$ cat src/rtl/spl_dec_pkg.sv
package spl_dec_pkg;
    typedef enum logic [2:0] {
        ST_IDLE     = 3'd0,
        ST_WR_PULSE = 3'd1,
        ST_WR_HOLD  = 3'd2,
        ST_RD_PULSE = 3'd3,
        ST_RD_HOLD  = 3'd4
    } acc_state_t;

    localparam int unsigned BYTE_W = 8;
    localparam logic [BYTE_W-1:0] IDLE_BYTE = 8'hFF;
endpackage

$ cat src/rtl/spl_addr_decode.sv
module spl_addr_decode #(
    parameter int unsigned ADDR_W   = 10,
    parameter int unsigned BASE     = 'h300,
    parameter int unsigned LAST_OFF = 'h1A,
    parameter int unsigned GRP_N    = 3,
    parameter int unsigned STRIDE   = 8,
    parameter int unsigned FIRST    = 2,
    parameter int unsigned CLR_OFF  = 'h19,
    parameter int unsigned SET_OFF  = 'h1A
) (
    input  logic [ADDR_W-1:0] addr,
    output logic              in_win,
    output logic [GRP_N-1:0]  grp_hit,
    output logic [1:0]        off_sel,
    output logic              clr_hit,
    output logic              set_hit
);
    localparam logic [ADDR_W-1:0] BASE_A = ADDR_W'(BASE);
    localparam logic [ADDR_W-1:0] LAST_A = ADDR_W'(BASE + LAST_OFF);
    localparam logic [ADDR_W-1:0] CLR_A  = ADDR_W'(CLR_OFF);
    localparam logic [ADDR_W-1:0] SET_A  = ADDR_W'(SET_OFF);

    logic [ADDR_W-1:0] rel;
    logic [1:0]        off_g [GRP_N];

    assign in_win  = (addr >= BASE_A) && (addr <= LAST_A);
    assign rel     = addr - BASE_A;
    assign clr_hit = in_win && (rel == CLR_A);
    assign set_hit = in_win && (rel == SET_A);

    for (genvar g = 0; g < GRP_N; g++) begin : g_grp
        localparam logic [ADDR_W-1:0] LO = ADDR_W'(g * STRIDE + FIRST);
        localparam logic [ADDR_W-1:0] HI = ADDR_W'(g * STRIDE + FIRST + 3);
        logic [ADDR_W-1:0] delta;
        assign delta      = rel - LO;
        assign grp_hit[g] = in_win && (rel >= LO) && (rel <= HI);
        assign off_g[g]   = grp_hit[g] ? delta[1:0] : 2'b00;
    end

    always_comb begin
        off_sel = 2'b00;
        for (int g = 0; g < GRP_N; g++) begin
            off_sel = off_sel | off_g[g];
        end
    end


    always_comb begin
        grp_hit_onehot_chk: assert ($onehot0(grp_hit) || $isunknown(addr))
            else $error("group decode overlaps");
    end
endmodule

$ cat src/rtl/spl_access_fsm.sv
module spl_access_fsm
    import spl_dec_pkg::*;
#(
    parameter int unsigned ADDR_W = 10
) (
    input  logic              clk,
    input  logic              rst_n,
    input  logic              io_rd,
    input  logic              io_wr,
    input  logic [ADDR_W-1:0] io_addr,
    input  logic [BYTE_W-1:0] io_din,
    output logic              wr_pulse,
    output logic              rd_pulse,
    output logic              rd_active,
    output logic [ADDR_W-1:0] addr_q,
    output logic [BYTE_W-1:0] data_q
);
    acc_state_t state, state_nx;

    always_comb begin
        state_nx = state;
        unique case (state)
            ST_IDLE: begin
                if (io_wr)      state_nx = ST_WR_PULSE;
                else if (io_rd) state_nx = ST_RD_PULSE;
            end
            ST_WR_PULSE: state_nx = ST_WR_HOLD;
            ST_RD_PULSE: state_nx = ST_RD_HOLD;
            ST_WR_HOLD, ST_RD_HOLD: begin
                if (!io_wr && !io_rd) state_nx = ST_IDLE;
            end
            default: state_nx = ST_IDLE;
        endcase
    end

    always_ff @(posedge clk) begin
        if (!rst_n) begin
            state  <= ST_IDLE;
            addr_q <= '0;
            data_q <= '0;
        end else begin
            state <= state_nx;
            if (state == ST_IDLE && (io_wr || io_rd)) begin
                addr_q <= io_addr;
                data_q <= io_din;
            end
        end
    end

    always_comb begin
        wr_pulse  = 1'b0;
        rd_pulse  = 1'b0;
        rd_active = 1'b0;
        unique case (state)
            ST_WR_PULSE: wr_pulse = 1'b1;
            ST_RD_PULSE: begin
                rd_pulse  = 1'b1;
                rd_active = 1'b1;
            end
            ST_RD_HOLD:  rd_active = 1'b1;
            default: ;
        endcase
    end


    pulse_single_chk: assert property (@(posedge clk) disable iff (!rst_n)
        (wr_pulse || rd_pulse) |=> !(wr_pulse || rd_pulse))
        else $error("pulse longer than one cycle");


    wr_priority_chk: assert property (@(posedge clk) disable iff (!rst_n)
        (state == ST_IDLE && io_wr && io_rd) |=> (wr_pulse && !rd_active))
        else $error("read won over write");
endmodule

$ cat src/rtl/spl_div_ctrl.sv
module spl_div_ctrl (
    input  logic clk,
    input  logic rst_n,
    input  logic wr_pulse,
    input  logic set_hit,
    input  logic clr_hit,
    output logic div_en
);
    always_ff @(posedge clk) begin
        if (!rst_n)                    div_en <= 1'b0;
        else if (wr_pulse && set_hit)  div_en <= 1'b1;
        else if (wr_pulse && clr_hit)  div_en <= 1'b0;
    end


    div_set_chk: assert property (@(posedge clk) disable iff (!rst_n)
        (wr_pulse && set_hit) |=> div_en)
        else $error("divider not set");


    div_clr_chk: assert property (@(posedge clk) disable iff (!rst_n)
        (wr_pulse && clr_hit) |=> !div_en)
        else $error("divider not cleared");


    div_hold_chk: assert property (@(posedge clk) disable iff (!rst_n)
        !(wr_pulse && (set_hit || clr_hit)) |=> $stable(div_en))
        else $error("divider moved without strobe write");
endmodule

$ cat src/rtl/spl_rdata_mux.sv
module spl_rdata_mux
    import spl_dec_pkg::*;
#(
    parameter int unsigned GRP_N = 3
) (
    input  logic                    claim,
    input  logic [GRP_N-1:0]        grp_hit,
    input  logic [GRP_N*BYTE_W-1:0] rb_data,
    output logic [BYTE_W-1:0]       rdata
);
    always_comb begin
        rdata = IDLE_BYTE;
        if (claim) begin
            for (int g = 0; g < GRP_N; g++) begin
                if (grp_hit[g]) rdata = rb_data[g*BYTE_W +: BYTE_W];
            end
        end
    end
endmodule

$ cat src/rtl/splitter_io_decoder.sv
module splitter_io_decoder
    import spl_dec_pkg::*;
#(
    parameter int unsigned ADDR_W   = 10,
    parameter int unsigned BASE     = 'h300,
    parameter int unsigned LAST_OFF = 'h1A,
    parameter int unsigned GRP_N    = 3,
    parameter int unsigned STRIDE   = 8,
    parameter int unsigned FIRST    = 2,
    parameter int unsigned CLR_OFF  = 'h19,
    parameter int unsigned SET_OFF  = 'h1A
) (
    input  logic                    clk,
    input  logic                    rst_n,
    input  logic [ADDR_W-1:0]       io_addr,
    input  logic [7:0]              io_din,
    input  logic                    io_rd,
    input  logic                    io_wr,
    input  logic [GRP_N*8-1:0]      rb_data,
    output logic [GRP_N-1:0]        grp_sel,
    output logic                    grp_write,
    output logic [1:0]              reg_off,
    output logic [7:0]              wdata,
    output logic [7:0]              rdata,
    output logic                    rd_claim,
    output logic                    hc_div_en
);
    logic              wr_pulse, rd_pulse, rd_active;
    logic [ADDR_W-1:0] addr_q;
    logic              in_win, clr_hit, set_hit;
    logic [GRP_N-1:0]  grp_hit;

    spl_access_fsm #(.ADDR_W(ADDR_W)) u_fsm (
        .clk(clk), .rst_n(rst_n), .io_rd(io_rd), .io_wr(io_wr),
        .io_addr(io_addr), .io_din(io_din),
        .wr_pulse(wr_pulse), .rd_pulse(rd_pulse), .rd_active(rd_active),
        .addr_q(addr_q), .data_q(wdata)
    );

    spl_addr_decode #(
        .ADDR_W(ADDR_W), .BASE(BASE), .LAST_OFF(LAST_OFF), .GRP_N(GRP_N),
        .STRIDE(STRIDE), .FIRST(FIRST), .CLR_OFF(CLR_OFF), .SET_OFF(SET_OFF)
    ) u_dec (
        .addr(addr_q), .in_win(in_win), .grp_hit(grp_hit), .off_sel(reg_off),
        .clr_hit(clr_hit), .set_hit(set_hit)
    );

    spl_div_ctrl u_div (
        .clk(clk), .rst_n(rst_n), .wr_pulse(wr_pulse),
        .set_hit(set_hit), .clr_hit(clr_hit), .div_en(hc_div_en)
    );

    assign rd_claim  = rd_active && in_win;
    assign grp_write = wr_pulse;
    assign grp_sel   = (wr_pulse || rd_pulse) ? grp_hit : '0;

    spl_rdata_mux #(.GRP_N(GRP_N)) u_mux (
        .claim(rd_claim), .grp_hit(grp_hit), .rb_data(rb_data), .rdata(rdata)
    );


    sel_onehot_chk: assert property (@(posedge clk) disable iff (!rst_n)
        $onehot0(grp_sel))
        else $error("more than one group selected");


    no_claim_idle_chk: assert property (@(posedge clk) disable iff (!rst_n)
        !rd_claim |-> (rdata == IDLE_BYTE))
        else $error("rdata driven without claim");


    claim_not_write_chk: assert property (@(posedge clk) disable iff (!rst_n)
        grp_write |-> !rd_claim)
        else $error("read claimed during write");
endmodule

$ cat config.mk
export PLATFORM = sky130hd
export DESIGN_NAME = splitter_io_decoder
export DESIGN_NICKNAME = d
export VERILOG_FILES = /design/src/rtl/spl_dec_pkg.sv /design/src/rtl/spl_addr_decode.sv /design/src/rtl/spl_access_fsm.sv /design/src/rtl/spl_div_ctrl.sv /design/src/rtl/spl_rdata_mux.sv /design/src/rtl/splitter_io_decoder.sv
export SDC_FILE = /design/constraint.sdc
export NUM_CORES = 1
export LEC_CHECK = 0
export ABC_CLOCK_PERIOD_IN_PS = 5450
export BUFFER_PORTS_ARGS = -buffer_cell sky130_fd_sc_hd__buf_2
export CAP_MARGIN = 20
export CORE_UTILIZATION = 51
export CTS_CLUSTER_SIZE = 20
export DETAILED_ROUTE_END_ITERATION = 10
export PLACE_DENSITY = 0.85
export SYNTH_ARGS = -nofsm -noshare
export SYNTH_HDL_FRONTEND = slang
export SYNTH_HIERARCHICAL = 1
export SYNTH_SLANG_ARGS = --single-unit
$ cat constraint.sdc
create_clock -name clk -period 5.45 [get_ports clk]
set_clock_uncertainty 0.1 [all_clocks]
set_input_delay 1.3625 -clock clk [delete_from_list [all_inputs] [get_ports clk]]
set_output_delay 1.3625 -clock clk [all_outputs]
set_load 0.01 [all_outputs]
==> out/results.ini <==
[run_status]
outcome = finished with violations
violations = DRC

[global_routing]
grt_pass1_vias = 1424
grt_max_degree = 41
antenna_found_initial = 0
grt_usage = 0.221
grt-ovfl-total = 0
grt_pass1_wl_um = 5910

[cells_and_area]
drive_gt1_frac = 0.319
finish.instance_area_mm2 = 0.00192
fillCellCount = 242
antenna_cells = 0
synthToLayoutAreaGrowth_pct = 23.1
final_nets = 306
post-route-util = 0.679
multi_input_area_mm2 = 0.00101
seq_area_um2 = 440

[synthesis]
synth-edff-count = 0
syn_inst = 195
yosys-top-cells-area = dfxtp_1 28%, nand2_1 13%, mux2i_1 12%
yosysMostFrequentCell = nand2_1
yosys.cell_types.count = 44
yosysWarnings = 6
synth_nets = 243
synth_top_area_cell = dfxtp_1
ys_ff_latch = 22
async_reset_ff_frac = 0
seq_area_frac_synth = 0.282
synth_top_cell_area_share = 0.282
ys.flop_type = dfxtp_1
synth_area_per_cell_um2 = 8.00
syn_area_mm2 = 0.00156
ys_top_cells_by_count = 53 x nand2_1, 22 x dfxtp_1, 18 x mux2i_1, 12 x nor2b_1, 10 x nor3b_1

[routing]
first_iter_violations = 81
via_count = 1609
drt-vias-per-instance = 5.59
post_drt_wl_per_cell_um = 12.5
wl_um = 3590
first_pass_iters = 7
drc_errors = 5
antenna_left = 0

[timing]
timing.hold.ws_ps = 363
maxSlewHeadroom = 0.586
worstMarginPinSlew_ps = 620
hold_viol = 0
fin_crit_sh = 0.781
fmax_mhz = 235
fin_crit_ps = 4260
rsz0062_at_grt = no
tns_ps = 0
slew_viol_final = 0
setup_viol_count_final = 0

[die]
start_util = 0.552
die_y_um = 57.3
die_w_um = 57.3
die_area_mm2 = 0.00328
core_mm2 = 0.00283
rows = 19
pin_count = 70

[critical_path]
arrival_ps = 2790
crit_fanout = 10
ff2ff_path_depth = 4
cp.required_ps = 3990
cp-start-kind = flip-flop
ff2ff_setup_slack_ps = 3670
critPathKind = reg2out
reg2reg_from = u_fsm/addr_q[4]
r2r_end = u_div/div_en
cp-end-kind = primary output

[clock_tree]
cts.htree.levels = 1
hold_buffers = 0
path_clk_slew_ps = 120
cts_made_buffers = 3
cts_tree = yes
clock_sinks = 22
cts_buffer_depth = 2
post-cts-setup-buffer-count = 0
post_cts_resized = 0
cts.root.buffer_cell = clkbuf_4
clk_latency_ps = 310

[job]
drv_cap = 0

[power_and_ir_drop]
vdd_drop_max_v = 0.000191
p_leak_nw = 0.860
p_per_area_mw_per_mm2 = 220

[min_path]
hp-start = u_fsm/data_q[4]
holdPathStages = 2
holdPathEnd = u_fsm/data_q[4]
hold_class = reg2reg

[placed_design]
gp_congestion = 0.859
portBuffers = 69
detailed_place_hpwl_um = 2630
placed_cell_area_mm2 = 0.00187

[registers in the layout (all words and copies together) (netlist names)]
| signal | count |
|---|---|
| u_fsm/state | 3 |
| u_fsm/addr_q | 10 |
| u_div/div_en | 1 |
| u_fsm/data_q | 8 |
[cells in the final DEF (no fill, tap or decap), drive strengths merged, types with 3 or more instances in the layout]
cell type	instances
buf	70
nand2	53
dfxtp	22
mux2i	18
nor2b	12
nor3b	10
o311ai	8
inv	6
nor2	6
o21a	4
a21oi	4
nor4	4
clkbuf	3
nor3	3
o21ai	3
a211oi	3
[stage by stage]
| stage | std cells | worst slack (ps) | total power, W |
|---|---|---|---|
| floorplan | 195 | 1920 | 0.000272 |
| global placement | 284 | 1640 | 0.000299 |
| detailed placement | 284 | 1590 | 0.000301 |
| CTS | 288 | 1220 | 0.000425 |
| global route | 288 | 936 | 0.000446 |
| finish | 288 | 1190 | 0.000423 |
[layer usage]
| layer | vias up | track usage | routed length [um] |
|---|---|---|---|
| li1 | 826 | - | - |
| met4 | 0 | 0.0906 | 46 |
| met5 | - | 0 | 0 |
| met1 | 721 | 0.289 | 1660 |
| met3 | 5 | 0.0295 | 205 |
| met2 | 57 | 0.370 | 1680 |
[how the worst max path moves through the flow]
stage / startpoint / end / slack [ps] / cells after the start
after floorplan: u_fsm/addr_q[8] / rdata[0] / 1920 / 9
after global placement: u_fsm/addr_q[8] / rdata[7] / 1640 / 9
after detailed placement: u_fsm/addr_q[8] / rdata[4] / 1590 / 9
after CTS: u_fsm/addr_q[8] / rdata[4] / 1220 / 9
after global routing: u_fsm/addr_q[8] / rdata[0] / 940 / 8
final: u_fsm/addr_q[8] / rdata[6] / 1190 / 9
[worst max-delay path: stages, from the launching register on]
cell and delay, ps:
dfxtp_1 420, ha_1 390, o21ai_0 180, and4b_1 250, a221o_2 410, nand2_1 70, nor2_1 110, nor3b_1 170
o311ai_1 290, buf_2 180
[final cells by class]
cell class,count,share of cell area
multi-input combinational,155,0.528
sequential,22,0.229
timing repair buffer,70,0.184
tap,31,0.0202
clock inverter,1,0.0156
clock buffer,3,0.0117
inverter,6,0.0117
[where the power goes]
group | internal [W] | switching (W) | total [W]
Clock | 0.0000744 | 0.0000502 | 0.000125
Sequential | 0.000177 | 0.0000228 | 0.000200
Combinational | 0.0000484 | 0.0000503 | 0.0000986
[cells by family (layout without fill, tap and decap cells)]
kind of cell / after synthesis / count (layout) / synth area share
buffers and inverters: 18 / 80 / 0.0738
flip-flops: 22 / 22 / 0.282
multiplexers: 18 / 18 / 0.115
adder cells (fa/ha/maj): 2 / 2 / 0.0160
AO/OA/AOI/OAI: 34 / 34 / 0.177
AND/OR/NAND/NOR: 101 / 101 / 0.335
Note: power is estimated with default switching activity, not from simulation.
